--- config.mk ---
export PLATFORM = sky130hd
export DESIGN_NAME = galvo_frame_rx
export DESIGN_NICKNAME = d
export VERILOG_FILES = /design/src/rtl/galvo_rx_pkg.sv /design/src/rtl/galvo_rx_input.sv /design/src/rtl/galvo_rx_shift.sv /design/src/rtl/galvo_rx_check.sv /design/src/rtl/galvo_frame_rx.sv
export SDC_FILE = /design/constraint.sdc
export NUM_CORES = 1
export LEC_CHECK = 0
export ABC_AREA = 0
export BUFFER_PORTS_ARGS = -buffer_cell sky130_fd_sc_hd__buf_2
export CAP_MARGIN = 20
export CORE_MARGIN = 2
export CORE_UTILIZATION = 54
export CTS_BUF_LIST = sky130_fd_sc_hd__clkbuf_4 sky130_fd_sc_hd__clkbuf_8
export DETAILED_ROUTE_END_ITERATION = 12
export GPL_TIMING_DRIVEN = 0
export PLACE_DENSITY = 0.75
export REMOVE_ABC_BUFFERS = 1
export SLEW_MARGIN = 20
export SYNTH_ARGS = -nofsm -noshare
export SYNTH_HDL_FRONTEND = slang
export SYNTH_SLANG_ARGS = --single-unit
--- constraint.sdc ---
create_clock -name clk -period 2.3 [get_ports clk]
set_input_delay 0.23 -clock clk [delete_from_list [all_inputs] [get_ports clk]]
set_output_delay 0.23 -clock clk [all_outputs]
set_load 0.05 [all_outputs]
--- src/rtl/galvo_rx_pkg.sv ---
package galvo_rx_pkg;

  localparam int FRAME_BITS = 20;
  localparam int CTRL_BITS  = 3;
  localparam int POS_BITS   = FRAME_BITS - CTRL_BITS - 1;
  localparam int N_CHAN     = 2;
  localparam logic [CTRL_BITS-1:0] CTRL_EXPECT = 3'b001;

  typedef struct packed {
    logic                parity_err;
    logic                ctrl_err;
    logic [POS_BITS-1:0] pos;
  } chan_result_t;

  // Frame word: first received bit in the MSB.
  function automatic chan_result_t judge_frame(input logic [FRAME_BITS-1:0] f);
    chan_result_t r;
    r.ctrl_err   = (f[FRAME_BITS-1 -: CTRL_BITS] != CTRL_EXPECT);
    r.parity_err = ^f;
    r.pos        = f[POS_BITS:1];
    return r;
  endfunction

endpackage

--- src/rtl/galvo_rx_input.sv ---
module galvo_rx_input #(
  parameter int N_LINES = 4,
  parameter int STAGES  = 2,
  parameter int CLK_IDX = 0
) (
  input  logic               clk,
  input  logic               rst_n,
  input  logic [N_LINES-1:0] lines_in,
  output logic [N_LINES-1:0] lines_s,
  output logic               clk_fall
);

  logic [N_LINES-1:0] stage_q [STAGES];
  logic               bclk_prev;

  generate
    for (genvar s = 0; s < STAGES; s++) begin : g_stage
      if (s == 0) begin : g_first
        always_ff @(posedge clk or negedge rst_n)
          if (!rst_n) stage_q[s] <= '0;
          else        stage_q[s] <= lines_in;
      end else begin : g_next
        always_ff @(posedge clk or negedge rst_n)
          if (!rst_n) stage_q[s] <= '0;
          else        stage_q[s] <= stage_q[s-1];
      end
    end
  endgenerate

  assign lines_s = stage_q[STAGES-1];

  always_ff @(posedge clk or negedge rst_n)
    if (!rst_n) bclk_prev <= 1'b0;
    else        bclk_prev <= lines_s[CLK_IDX];

  assign clk_fall = bclk_prev & ~lines_s[CLK_IDX];

endmodule

--- src/rtl/galvo_rx_shift.sv ---
module galvo_rx_shift #(
  parameter int N_CH       = 2,
  parameter int FRAME_BITS = 20,
  localparam int CW        = $clog2(FRAME_BITS + 1)
) (
  input  logic                  clk,
  input  logic                  rst_n,
  input  logic                  sample,
  input  logic                  mark_bit,
  input  logic [N_CH-1:0]       data_bits,
  output logic                  frame_done,
  output logic                  frame_bad,
  output logic [FRAME_BITS-1:0] frames [N_CH],
  output logic [CW-1:0]         bit_cnt,
  output logic                  armed
);

  localparam logic [CW-1:0] LAST = CW'(FRAME_BITS - 1);

  logic low_seen;
  logic take_bit;

  // A bit is shifted once armed, or when it is the bit that arms.
  assign take_bit = sample & (armed | (low_seen & mark_bit));

  always_ff @(posedge clk or negedge rst_n) begin
    if (!rst_n) begin
      armed      <= 1'b0;
      low_seen   <= 1'b0;
      bit_cnt    <= '0;
      frame_done <= 1'b0;
      frame_bad  <= 1'b0;
    end else begin
      frame_done <= 1'b0;
      frame_bad  <= 1'b0;
      if (sample) begin
        if (!armed) begin
          if (!mark_bit)     low_seen <= 1'b1;
          else if (low_seen) begin
            armed   <= 1'b1;
            bit_cnt <= CW'(1);
          end
        end else if (!mark_bit) begin
          if (bit_cnt == LAST) frame_done <= 1'b1;
          else                 frame_bad  <= 1'b1;
          bit_cnt <= '0;
        end else if (bit_cnt == LAST) begin
          frame_bad <= 1'b1;
          bit_cnt   <= '0;
        end else begin
          bit_cnt <= bit_cnt + CW'(1);
        end
      end
    end
  end

  generate
    for (genvar c = 0; c < N_CH; c++) begin : g_chan
      always_ff @(posedge clk or negedge rst_n)
        if (!rst_n)        frames[c] <= '0;
        else if (take_bit) frames[c] <= {frames[c][FRAME_BITS-2:0], data_bits[c]};
    end
  endgenerate

endmodule

--- src/rtl/galvo_rx_check.sv ---
module galvo_rx_check
  import galvo_rx_pkg::*;
#(
  parameter int N_CH = N_CHAN
) (
  input  logic [FRAME_BITS-1:0] frames  [N_CH],
  output chan_result_t          results [N_CH]
);

  generate
    for (genvar c = 0; c < N_CH; c++) begin : g_judge
      always_comb results[c] = judge_frame(frames[c]);
    end
  endgenerate

endmodule

--- src/rtl/galvo_frame_rx.sv ---
module galvo_frame_rx
  import galvo_rx_pkg::*;
#(
  parameter int SYNC_STAGES = 2
) (
  input  logic                clk,
  input  logic                rst_n,
  input  logic                bclk_in,
  input  logic                mark_in,
  input  logic                x_in,
  input  logic                y_in,
  output logic                frame_valid,
  output logic [POS_BITS-1:0] x_pos,
  output logic [POS_BITS-1:0] y_pos,
  output logic                x_parity_err,
  output logic                y_parity_err,
  output logic                x_ctrl_err,
  output logic                y_ctrl_err,
  output logic                framing_err
);

  localparam int N_LINES = 2 + N_CHAN;
  localparam int CW      = $clog2(FRAME_BITS + 1);

  logic [N_LINES-1:0]    lines_s;
  logic                  clk_fall;
  logic                  frame_done;
  logic                  frame_bad;
  logic [FRAME_BITS-1:0] frames [N_CHAN];
  logic [CW-1:0]         bit_cnt;
  logic                  armed;
  chan_result_t          results [N_CHAN];
  logic                  all_clean;

  galvo_rx_input #(
    .N_LINES(N_LINES),
    .STAGES (SYNC_STAGES),
    .CLK_IDX(0)
  ) u_input (
    .clk     (clk),
    .rst_n   (rst_n),
    .lines_in({y_in, x_in, mark_in, bclk_in}),
    .lines_s (lines_s),
    .clk_fall(clk_fall)
  );

  galvo_rx_shift #(
    .N_CH      (N_CHAN),
    .FRAME_BITS(FRAME_BITS)
  ) u_shift (
    .clk       (clk),
    .rst_n     (rst_n),
    .sample    (clk_fall),
    .mark_bit  (lines_s[1]),
    .data_bits (lines_s[N_LINES-1:2]),
    .frame_done(frame_done),
    .frame_bad (frame_bad),
    .frames    (frames),
    .bit_cnt   (bit_cnt),
    .armed     (armed)
  );

  galvo_rx_check #(.N_CH(N_CHAN)) u_check (
    .frames (frames),
    .results(results)
  );

  assign all_clean = !results[0].ctrl_err && !results[0].parity_err &&
                     !results[1].ctrl_err && !results[1].parity_err;

  always_ff @(posedge clk or negedge rst_n) begin
    if (!rst_n) begin
      frame_valid  <= 1'b0;
      framing_err  <= 1'b0;
      x_pos        <= '0;
      y_pos        <= '0;
      x_parity_err <= 1'b0;
      y_parity_err <= 1'b0;
      x_ctrl_err   <= 1'b0;
      y_ctrl_err   <= 1'b0;
    end else begin
      frame_valid <= frame_done;
      framing_err <= frame_bad;
      if (frame_done) begin
        x_parity_err <= results[0].parity_err;
        x_ctrl_err   <= results[0].ctrl_err;
        y_parity_err <= results[1].parity_err;
        y_ctrl_err   <= results[1].ctrl_err;
        if (all_clean) begin
          x_pos <= results[0].pos;
          y_pos <= results[1].pos;
        end
      end
    end
  end

endmodule

# After elaboration in Yosys (flattened, before gate mapping)
# Cells that the tools add are included.
# Widths: inputs -> output; s select.
# word_totals
register_bits	96
wordCells	59
output_inout_bits	38
# op_classes
n_reduce_logical	14
eq_ne	3
n_addsub	1
n_mux	16
bitwise	7
# op_table
op	n
$reduce_xor 20->1	2
$mux 5	5
$mux 1	11
$ne 3x1->1 const B	2
$reduce_and 3->1	2
$add 5x1->5 const B	1
$eq 5x5->1 const B	1
$logic_not 1->1	4
$reduce_bool 2->1	2
$and 1x1->1	3
$logic_and 1x1->1	3
$not 1->1	3
$reduce_and 2->1	1
$or 1x1->1	1

# Logic depth before layout (Yosys ltp)
# Gate-level depths: netlist (run 1).
# logic_depth
ltp_word	6
mapped_depth	8
ltp_nobuf	6

# Cells and area by module
# From an unflattened synthesis (run 1), not the netlist that was laid out.
# unflattened
cells_unflattened	293
hier_area_um2	4352.9
# modules_own_cells
mod	area_each_um2	cells_per_inst	n_inst
galvo_rx_shift	2048.2	130	1
galvo_frame_rx	1420.1	79	1
galvo_rx_check	615.6	70	1
galvo_rx_input	269.0	14	1

# Worst setup path before layout (run 1)
# OpenSTA, ideal clock, no wires.
# synth_path
path_kind	register -> register
startpoint	register u_shift.frames[11] (netlist bit)
endpoint	register y_pos[10]
arrival_time_ns	2.065
setup_time_ns	0.125
slack_ns	0.110
required_ns	2.175
synth_period_minus_slack_ns	2.190
path_buffers	1
path_stages_with_launch	8
path_cell_list	dfrtp_1 > xor2_1 > xnor2_1 > xnor3_1 > xnor2_1 > nor3_4 > buf_6 > mux2_2
# synth_between
elab_chain_len	4
# synth_lines
element	line_no	text
start: declaration	galvo_rx_shift.sv:13	output logic [FRAME_BITS-1:0] frames [N_CH],
start signal: indexed assignment	galvo_rx_shift.sv:61	else if (take_bit) frames[c] <= {frames[c][FRAME_BITS-2:0], data_bits[c]};
$reduce_xor 20->1	galvo_rx_pkg.sv:19	r.parity_err = ^f;
$logic_not 1->1	galvo_frame_rx.sv:69	!results[1].ctrl_err && !results[1].parity_err;
$logic_and 1x1->1	galvo_frame_rx.sv:69	
$reduce_and 2->1 (no line)	--	
end signal: assignment	galvo_frame_rx.sv:91	y_pos <= results[1].pos;
end: declaration	galvo_frame_rx.sv:14	output logic [POS_BITS-1:0] y_pos,
# Several ways; a longest one is shown, not always the timed one.
# A chain may end at the register's enable or synchronous reset.

# Worst setup path in the final report (run 1)
# layout_path
startpoint	register u_shift.frames[18] (netlist bit)
endpoint	register x_pos[1]
# layout_between
elab_chain_len	5
word_cells_on_any_way	7
classes_between	eq/ne: 1; reduce/logical: 6
# layout_lines
element	line_no	text
$ne 3x1->1	galvo_rx_pkg.sv:18	r.ctrl_err = (f[FRAME_BITS-1 -: CTRL_BITS] != CTRL_EXPECT);
$logic_not 1->1	galvo_frame_rx.sv:69	
$logic_and 1x1->1	galvo_frame_rx.sv:68	assign all_clean = !results[0].ctrl_err && !results[0].parity_err &&
$logic_and 1x1->1 *	galvo_frame_rx.sv:69	
$reduce_and 2->1 (no line) *	--	
end signal: assignment	galvo_frame_rx.sv:90	x_pos <= results[0].pos;
end: declaration	galvo_frame_rx.sv:13	output logic [POS_BITS-1:0] x_pos,
# Mark *: on every way between the ends. The rest lies on a longest branch, timed or not.

==> out/results.md, run 1 <==
| Item | Value | Unit |
|:---|:---|:---|
| Netlist area before placement | 3923 | um^2 |
| Max Fclk | 0.4222 | GHz |
| Part of the power in the clock network | 0.221 | - |
| First element of the critical path | u_shift.frames[18] | - |
| Clock skew | 0.01866 | ns |
| Layout overhead on the synthesized area | 17.89 | % |
| #FFs+latches synth | 96 | - |
| Layout net count | 331 | - |
| Clock tree buffer depth | 2 | - |
| Vias | 2154 | - |
| Part of the total power dissipated in combinational logic | 0.327 | - |
| Worst reg2reg startpoint | u_shift.frames[18] | - |
| Switching Fraction | 0.3070 | - |
| Internal Dissipation | 3319 | uW |
| Required time at the endpoint of the critical path | 2.52 | ns |
| Share of the cycle needed by the critical path after routing | 1.030 | - |
| Register share of total power | 0.452 | - |
| Power per standard cell area | 1036 | nW/um^2 |
| Final estimated routing congestion in global placement | 0.6811 | - |
| Total congestion overflow | 0 | - |
| Standby leakage power | 0.002311 | uW |
| Maximum number of pins on one net before global-route repair | 58 | - |
| Violated checks | negative setup slack | - |
| Post-synthesis compound-gate area fraction | 0.02329 | - |
| Final setup TNS | -1.278 | ns |
| Layout cell share with drive strength beyond 1 | 0.4740 | - |
| Main combinational cell family by area after synthesis | multiplexers | - |
| Mapped Cells | 262 | - |
| Number of rows in the core area | 31 | - |
| Endpoints failing hold | 0 | - |
| Largest driver fanout on the critical path | 14 | - |
| Xor/xnor cell area share of the yosys netlist | 0.08740 | - |
| Antenna Violating Nets Remaining | 0 | - |
| Final Instance Count excl. Fillers | 426 | - |
| DR WL/cell | 14.64 | um |
| Setup ws final | -0.06882 | ns |
| Die extent in x | 89.23 | um |
| Worst Hold Margin | 0.3477 | ns |
| Nature of the critical path startpoint | flop | - |
| Die area | 7962 | um^2 |
| CTS sink count | 96 | - |
| Register-to-Register Setup Slack | -0.07 | ns |
| Max IR drop VDD | 0.5982 | mV |
| Root Buffer Master | sky130_fd_sc_hd__clkbuf_8 | - |
| Adder and majority cell fraction of the synthesized area | 0.006380 | - |
| Via count of the first global-routing pass | 2147 | - |
| RSZ-0062 raised after global routing | yes | - |
| Io pins | 44 | - |
| Clock tree from TritonCTS | done | - |
| Portion of the post-synthesis area used by sequential elements | 0.6124 | - |
| Share of synthesized area spent on multiplexers | 0.2153 | - |
| Final min period | 2.369 | ns |
| Number of DRC violations after detailed routing | 0 | - |
| Type of the worst setup path | flop to flop | - |
| Global Route Usage Sum | 0.1726 | - |
| Vertical extent of the die | 89.23 | um |
| Number of levels in the clock H-tree | 3 | - |
| Count of max-cap constraint violations | 0 | - |
| Drt first-iter violations | 74 | - |
| Class of the worst hold path | input pin to async pin | - |
| Relative slew margins | 0.5660 | - |
| Clock latency on the worst-skew pair | 0.35 | ns |
| Synth Area in Simple Gates | 0.03509 | - |
| Number of placed cells counting well taps | 396 | - |
| Total net switching power | 1471 | uW |
| Wire length of the first global-routing pass | 10320 | um |
| Count of pins over their slew limit | 0 | - |
| ANT cells | 0 | - |
| Clock-pin slew on the worst setup and hold paths | 0.09 | ns |
| Drt first pass iters | 4 | - |
| Placeable core region | 7137 | um^2 |
| Utilization of the core after routing | 0.6480 | - |
| Number of setup violations in the final report | 32 | - |
| Per-cell via count in the routed design | 5.056 | - |
| Initial antenna violation count | 0 | - |
| Critical path capture point type | flop | - |
| Count of input and output buffers | 43 | - |
| Count of different cell masters after synthesis | 31 | - |
| Mean Syn Cell Area | 14.97 | um^2 |
| Data arrival time of the worst path | 2.59 | ns |
| Result of the run | complete, but fails checks | - |
| Measured slew at the worst slew-check pin | 0.6496 | ns |
| Number of buffers created by CTS | 9 | - |
| Placed wire-length estimate | 3932 | um |
| Initial core utilization | 0.5496 | - |
| Yosys warnings | 0 | - |
| DRT Wirelength | 6236 | um |
-- per-stage QoR --
step / area (um^2) / total power [uW] / setup slack [ns]
after global placement: 4198 / 3629 / -0.8836
after CTS: 4601 / 4859 / -0.07523
final: 4624 / 4790 / -0.06882
after floorplan: 3859 / 3390 / -0.3662
after detailed placement: 4262 / 3674 / -0.2527
after global routing: 4624 / 5051 / -0.1392
-- worst max-delay path: stages (launching register included) --
cell and delay (ns):
sky130_fd_sc_hd__dfrtp_2 0.45, sky130_fd_sc_hd__xnor2_2 0.15, sky130_fd_sc_hd__xnor2_1 0.16, sky130_fd_sc_hd__xnor3_1 0.46, sky130_fd_sc_hd__xnor2_2 0.18, sky130_fd_sc_hd__nor3_4 0.21, sky130_fd_sc_hd__buf_4 0.15, sky130_fd_sc_hd__buf_12 0.14
sky130_fd_sc_hd__mux2_2 0.33
-- final timing paths --
check                                     end  cells after the start
setup reg to reg                     x_pos[1]                      8
min in group clk           u_input.lines_s[1]                      0
hold / removal                      x_pos[12]                      2
max in group asynchronous  u_shift.frames[23]                      3
hold reg to reg            u_input.lines_s[1]                      0
setup / recovery                     x_pos[1]                      8
-- cell type report --
cell class / count / area [um^2]
Clock buffer: 10 / 131.4
Clock inverter: 5 / 56.30
Fill cell: 560 / 2512
Inverter: 4 / 15.01
Multi-Input combinational cell: 151 / 1476
Sequential cell: 96 / 2405
Tap cell: 99 / 123.9
Timing Repair Buffer: 61 / 416.7
-- logic make-up after synthesis --
logic type,after synthesis
buf+inv,15
simple gates,24
fa+ha+maj,2
mux,75
xor+xnor,36
compound gates,14
flops,96
-- power groups by stage --
stage | combinational, uW | sequential, uW | clock [uW]
CTS | 1610 | 2160 | 1080
finish | 1570 | 2170 | 1060
floorplan | 1260 | 2130 | 0
detailed placement | 1470 | 2210 | 0
global placement | 1430 | 2200 | 0
global route | 1680 | 2210 | 1150
-- synth_stat cells --
library cell	instances	share of area
sky130_fd_sc_hd__dfrtp_1	96	0.61
sky130_fd_sc_hd__mux2_2	74	0.21
sky130_fd_sc_hd__xnor2_1	30	0.067
sky130_fd_sc_hd__nor2_1	6	0.0057
sky130_fd_sc_hd__clkbuf_1	5	0.0048
sky130_fd_sc_hd__inv_1	4	0.0038
sky130_fd_sc_hd__nand2_1	4	0.0038
sky130_fd_sc_hd__o21ai_0	4	0.0051
sky130_fd_sc_hd__xor2_1	4	0.0089
sky130_fd_sc_hd__a21oi_1	3	0.0038
sky130_fd_sc_hd__buf_1	3	0.0029
sky130_fd_sc_hd__buf_6	3	0.0086
sky130_fd_sc_hd__a21o_1	2	0.0038
sky130_fd_sc_hd__and3_1	2	0.0032
sky130_fd_sc_hd__ha_1	2	0.0064
sky130_fd_sc_hd__nand3_1	2	0.0026
sky130_fd_sc_hd__nand4_1	2	0.0032
sky130_fd_sc_hd__nor2b_1	2	0.0032
sky130_fd_sc_hd__xnor3_1	2	0.011
sky130_fd_sc_hd__a31o_2	1	0.0022
sky130_fd_sc_hd__a32o_1	1	0.0026
sky130_fd_sc_hd__and2_1	1	0.0016
sky130_fd_sc_hd__mux2_1	1	0.0029
sky130_fd_sc_hd__nand2b_1	1	0.0016
sky130_fd_sc_hd__nor3_4	1	0.0041
sky130_fd_sc_hd__nor3b_1	1	0.0019
sky130_fd_sc_hd__nor4_1	1	0.0016
sky130_fd_sc_hd__nor4bb_1	1	0.0026
sky130_fd_sc_hd__o22ai_1	1	0.0016
sky130_fd_sc_hd__o31ai_1	1	0.0019
sky130_fd_sc_hd__o41ai_1	1	0.0022
-- sequential cells by signal, indices dropped and copies added, names as in the netlist, 4 cells and up --
register         cells
u_shift.frames      40
y_pos               16
u_shift.bit_cnt      5
u_input.stage_q      4
x_pos               16
u_input.lines_s      4
-- placed cells by master, fill, tap and decap left out, drive strengths merged, types with 2 or more instances in the layout --
| cell | n |
|---|---|
| nor2 | 6 |
| a21o | 2 |
| xnor3 | 2 |
| a21oi | 3 |
| nand3 | 2 |
| clkbuf | 10 |
| ha | 2 |
| xor2 | 4 |
| dlygate4sd3 | 5 |
| mux2 | 75 |
| nand4 | 2 |
| nor2b | 2 |
| inv | 5 |
| and3 | 2 |
| clkinv | 2 |
| dfrtp | 96 |
| o21ai | 4 |
| nand2 | 4 |
| xnor2 | 30 |
| buf | 56 |
-- metal layers --
layer | GRT usage | part of all wire | vias to the layer above
li1 | - | - | 1031
met3 | 0.03047 | 0.024 | 7
met1 | 0.2372 | 0.48 | 1087
met2 | 0.2694 | 0.48 | 29
met4 | 0.08141 | 0.014 | 0
met5 | 0 | 0 | -
-- timing repair --
action | CTS | global route
hold buffers | 5 | 0
buffers inserted | 7 | 3
pin swaps | 1 | 4
gates cloned | 1 | 0
endpoints found under the hold margin | 43 | 0
resized for setup | 5 | 8
endpoints found under the setup margin | 53 | 54
No activity file was read; power rests on OpenSTA's default activity.
==> run 2, diff against run 1 <==
--- a/config.mk
+++ b/config.mk
@@ -5,15 +5,15 @@
 export SDC_FILE = /design/constraint.sdc
 export NUM_CORES = 1
 export LEC_CHECK = 0
-export ABC_AREA = 0
+export ABC_AREA = 1
 export BUFFER_PORTS_ARGS = -buffer_cell sky130_fd_sc_hd__buf_2
 export CAP_MARGIN = 20
 export CORE_MARGIN = 2
-export CORE_UTILIZATION = 54
+export CORE_UTILIZATION = 55
 export CTS_BUF_LIST = sky130_fd_sc_hd__clkbuf_4 sky130_fd_sc_hd__clkbuf_8
 export DETAILED_ROUTE_END_ITERATION = 12
 export GPL_TIMING_DRIVEN = 0
-export PLACE_DENSITY = 0.75
+export PLACE_DENSITY = 0.76
 export REMOVE_ABC_BUFFERS = 1
 export SLEW_MARGIN = 20
 export SYNTH_ARGS = -nofsm -noshare
==> out/results.md, run 2 <==
| Item | Value | Unit | Delta |
|:---|:---|:---|:---|
| Type of the worst setup path | flop to flop | - |  |
| Power per standard cell area | 1014 | nW/um^2 | -2.1% |
| Registers with the most flip-flops | u_shift.frames: 40 flops, x_pos: 16 flops, y_pos: 16 flops | - |  |
| Utilization of the core after routing | 0.6597 | - | +0.01168 |
| Register share of total power | 0.392 | - | -0.060 |
| Area fraction of the dominant cell type after synthesis | 0.5501 | - | -0.06230 |
| Biggest area contributors in the synthesized netlist | sky130_fd_sc_hd__dfrtp_1 55%, sky130_fd_sc_hd__nand2_1 20%, sky130_fd_sc_hd__nand4_1 5.0% | - |  |
| Clock-pin slew on the worst setup and hold paths | 0.09 | ns | about the same |
| Register-to-Register Setup Slack | 0.22 | ns | +0.28 ns |
| Main combinational cell family by area after synthesis | simple AND/OR/NAND/NOR gates | - |  |
| Class of the worst hold path | input pin to async pin | - |  |
| Biggest area consumer among synthesized cells | sky130_fd_sc_hd__dfrtp_1 | - |  |
| Clock skew | 0.009534 | ns | -0.009123 ns |
| Number of buffers created by CTS | 9 | - | unchanged |
| ANT cells | 0 | - | unchanged |
| Drt first pass iters | 4 | - | unchanged |
| Clock latency on the worst-skew pair | 0.36 | ns | about the same |
| Placed wire-length estimate | 5524 | um | +40% |
| Total net switching power | 2243 | uW | +53% |
| Critical path destination | x_pos[5] | - |  |
| Initial antenna violation count | 0 | - | unchanged |
| Drt first-iter violations | 234 | - | +220% |
| Layout overhead on the synthesized area | 16.73 | % |  |
| Register name with the most flops | u_shift.frames | - |  |
| Die area | 8669 | um^2 | +8.9% |
| Number of rows in the core area | 32 | - | +3.2% |
| Global Route Usage Sum | 0.2155 | - | +0.04289 |
| Synth Area in Simple Gates | 0.3057 | - | +0.2706 |
| Yosys warnings | 0 | - | unchanged |
| Layout net count | 590 | - | +78% |
| Standby leakage power | 0.002842 | uW | +23% |
| Placeable core region | 7727 | um^2 | +8.3% |
| Capture instance of the worst register-to-register path | x_pos[5] | - |  |
| Count of max-cap constraint violations | 0 | - | unchanged |
| Xor/xnor cell area share of the yosys netlist | 0.03009 | - | -0.05731 |
| Final min period | 2.084 | ns | -0.2845 ns |
| CTS sink count | 96 | - | unchanged |
| Largest driver fanout on the critical path | 11 | - | -3 |
| Clock tree from TritonCTS | done | - |  |
| Count of input and output buffers | 43 | - | unchanged |
| Measured slew at the worst slew-check pin | 0.5267 | ns | -0.1229 ns |
| Most common flop cell mapped by yosys | sky130_fd_sc_hd__dfrtp_1 | - |  |
| Via count of the first global-routing pass | 3509 | - | +63% |
| Clock tree buffer depth | 2 | - | unchanged |
| Commonest non-fill, non-tap cells in the layout | 238 x sky130_fd_sc_hd__nand2_1, 96 x sky130_fd_sc_hd__dfrtp_1, 42 x sky130_fd_sc_hd__buf_2 | - |  |
| Nature of the critical path startpoint | flop | - |  |
| Worst reg2reg startpoint | u_shift.frames[17] | - |  |
| Die extent in x | 93.11 | um | +4.3% |
| Mean Syn Cell Area | 8.286 | um^2 | -45% |
| Critical path's most frequent cell | sky130_fd_sc_hd__nand2_1 | - |  |
| Critical path capture point type | flop | - |  |
| Path depth of the worst reg2reg path | 15 | - | +7 |
| Max Fclk | 0.4798 | GHz | +14% |
| Vertical extent of the die | 93.11 | um | +4.3% |
| Number of levels in the clock H-tree | 3 | - | unchanged |
| Part of the power in the clock network | 0.201 | - | -0.020 |
| Result of the run | complete, no violations | - |  |
| Most numerous cell types in the synthesized netlist | 238 x sky130_fd_sc_hd__nand2_1, 96 x sky130_fd_sc_hd__dfrtp_1, 39 x sky130_fd_sc_hd__inv_1, 35 x sky130_fd_sc_hd__nand4_1, 26 x sky130_fd_sc_hd__o21ai_0 | - |  |
| Post-synthesis compound-gate area fraction | 0.04499 | - | +0.02170 |
| Count of different cell masters after synthesis | 27 | - | -13% |
| Sequence of cells on the critical path | inv_1, nand2_1, nand2_1, inv_1, nand2_1, nand2_1, nand2_1, nand2_1, nand2_1, nand3_1, nand2_8, nand3_4, buf_4, nand2_2, nand2_1 | - |  |
| Async set or reset register ratio after synthesis | 1.000 | - | unchanged |
| Relative slew margins | 0.6480 | - | +0.08203 |
| Leading cell type in the layout, fill and taps excluded | sky130_fd_sc_hd__nand2_1 | - |  |
| Internal Dissipation | 2924 | uW | -12% |
| Portion of the post-synthesis area used by sequential elements | 0.5501 | - | -0.06230 |
| Number of setup violations in the final report | 0 | - | -100% |
| Total congestion overflow | 0 | - | unchanged |
| Netlist area before placement | 4367 | um^2 | +11% |
| Antenna Violating Nets Remaining | 0 | - | unchanged |
| Per-cell via count in the routed design | 5.245 | - | +3.7% |
| Mapped Cells | 527 | - | +100% |
| Wire length of the first global-routing pass | 14910 | um | +44% |
| Worst Hold Margin | 0.3540 | ns | +0.006218 ns |
| Max IR drop VDD | 0.7657 | mV | +28% |
| Root Buffer Master | sky130_fd_sc_hd__clkbuf_8 | - |  |
| Initial core utilization | 0.5651 | - | +0.01548 |
| Data arrival time of the worst path | 2.34 | ns | -0.25 ns |
| Number of DRC violations after detailed routing | 0 | - | unchanged |
| Share of synthesized area spent on multiplexers | 0 | - | -0.2153 |
| Maximum number of pins on one net before global-route repair | 50 | - | -14% |
| #FFs+latches synth | 96 | - | unchanged |
| Final estimated routing congestion in global placement | 0.7866 | - | +15% |
| Crit path max-delay cell type | sky130_fd_sc_hd__dfrtp_1 | - |  |
| Longest individual stage delay on the worst path | 0.43 | ns | -0.03 ns |
| Layout cell share with drive strength beyond 1 | 0.1721 | - | -0.3019 |
| Number of synthesized flops with an enable pin | 0 | - | unchanged |
| Cell with the most instances after synthesis | sky130_fd_sc_hd__nand2_1 | - |  |
| Vias | 3614 | - | +68% |
| Io pins | 44 | - | unchanged |
| DR WL/cell | 13.05 | um | -11% |
| Share of the cycle needed by the critical path after routing | 0.9062 | - | -0.1237 |
| Max reg flops | 40 | - | unchanged |
| Required time at the endpoint of the critical path | 2.56 | ns | +0.04 ns |
| Count of pins over their slew limit | 0 | - | unchanged |
| Part of the total power dissipated in combinational logic | 0.407 | - | +0.080 |
| Adder and majority cell fraction of the synthesized area | 0.005731 | - | -0.0006489 |
| DRT Wirelength | 8993 | um | +44% |
| First element of the critical path | u_shift.frames[17] | - |  |
| Switching Fraction | 0.4341 | - | +0.1271 |
| Endpoints failing hold | 0 | - | unchanged |
[run 2: cell types whose count changed in the layout (fill, tap and decap cells not counted), moves of 3 or more]
cell | before | now
sky130_fd_sc_hd__xnor2_2 | 4 | 0
sky130_fd_sc_hd__mux2_2 | 74 | 0
sky130_fd_sc_hd__nand2_2 | 1 | 12
sky130_fd_sc_hd__nand3_4 | 0 | 3
sky130_fd_sc_hd__inv_2 | 0 | 6
sky130_fd_sc_hd__nand3_1 | 2 | 10
sky130_fd_sc_hd__nand4_1 | 2 | 35
sky130_fd_sc_hd__nand2_1 | 3 | 238
sky130_fd_sc_hd__o21ai_0 | 4 | 26
sky130_fd_sc_hd__inv_1 | 4 | 39
sky130_fd_sc_hd__xnor2_1 | 26 | 9
sky130_fd_sc_hd__nor2_1 | 6 | 9
[run 2: layer usage]
| layer | wire length (um) | GRT usage | vias to the layer above |
|---|---|---|---|
| met5 | 0 | 0 | - |
| met2 | 4509 | 0.3871 | 77 |
| met1 | 3978 | 0.2631 | 1739 |
| met4 | 112 | 0.08211 | 0 |
| met3 | 392 | 0.03062 | 9 |
| li1 | - | - | 1789 |
[run 2: worst min path at each step]
stage | start | endpoint | slack, ns | cells past startpoint
CTS | u_input.stage_q[4] | u_input.lines_s[0] | 0.36 | 0
global route | u_shift.frame_bad | framing_err | 0.38 | 0
floorplan | rst_n | frame_valid | -0.07 | 0
finish | rst_n | y_pos[15] | 0.35 | 2
global placement | u_input.stage_q[4] | u_input.lines_s[0] | 0.33 | 0
detailed placement | rst_n | y_pos[15] | 0.20 | 1
[run 2: cells by family (layout without fill, tap and decap cells)]
kind of cell | Yosys count | count (layout)
simple gates | 313 | 316
flops | 96 | 96
buf+inv | 65 | 121
compound gates | 36 | 37
xor+xnor | 15 | 15
fa+ha+maj | 2 | 2
[run 2: power groups by stage]
| stage | Sequential (uW) | Combinational, uW | Clock [uW] |
|---|---|---|---|
| floorplan | 2020 | 1140 | 0 |
| global placement | 2040 | 1500 | 0 |
| CTS | 2020 | 1690 | 1060 |
| detailed placement | 2060 | 1570 | 0 |
| global route | 2050 | 2310 | 1140 |
| finish | 2030 | 2100 | 1040 |
[run 2: repair_timing]
| item | 4_1_cts | 5_1_grt |
|---|---|---|
| setup buffers | 0 | 8 |
| gates resized for setup | 3 | 3 |
| pin swaps | 1 | 1 |
| setup endpoints to repair | 32 | 33 |
| gates cloned | 1 | 3 |
| endpoints found under the hold margin | 52 | 0 |
| hold buffers | 5 | 0 |
[run 2: cell type report]
| type | instances | area [um^2] |
|---|---|---|
| Sequential cell | 96 | 2402 |
| Clock inverter | 5 | 38.79 |
| Inverter | 45 | 168.9 |
| Tap cell | 102 | 127.6 |
| Timing Repair Buffer | 60 | 429.2 |
| Fill cell | 633 | 2630 |
| Clock buffer | 11 | 145.1 |
| Multi-Input combinational cell | 370 | 1785 |
[run 2: worst max-delay path: cells and delay by family (launching register included)]
family / cells / cell delay (ns)
flops: 1 / 0.43
buf+inv: 3 / 0.36
simple gates: 12 / 1.18
[run 2: stage by stage]
step                instances  setup TNS, ns  area, um^2  total power, uW  setup slack (ns)
detailed placement        656         -9.608        4721             3624           -0.3274
global placement          652         -76.06        4602             3541            -1.303
floorplan                 507         -10.50        4259             3156           -0.2067
finish                    689              0        5097             5167            0.2157
CTS                       678              0        4982             4766           0.06152
global route              689      -0.009474        5097             5503         -0.004124
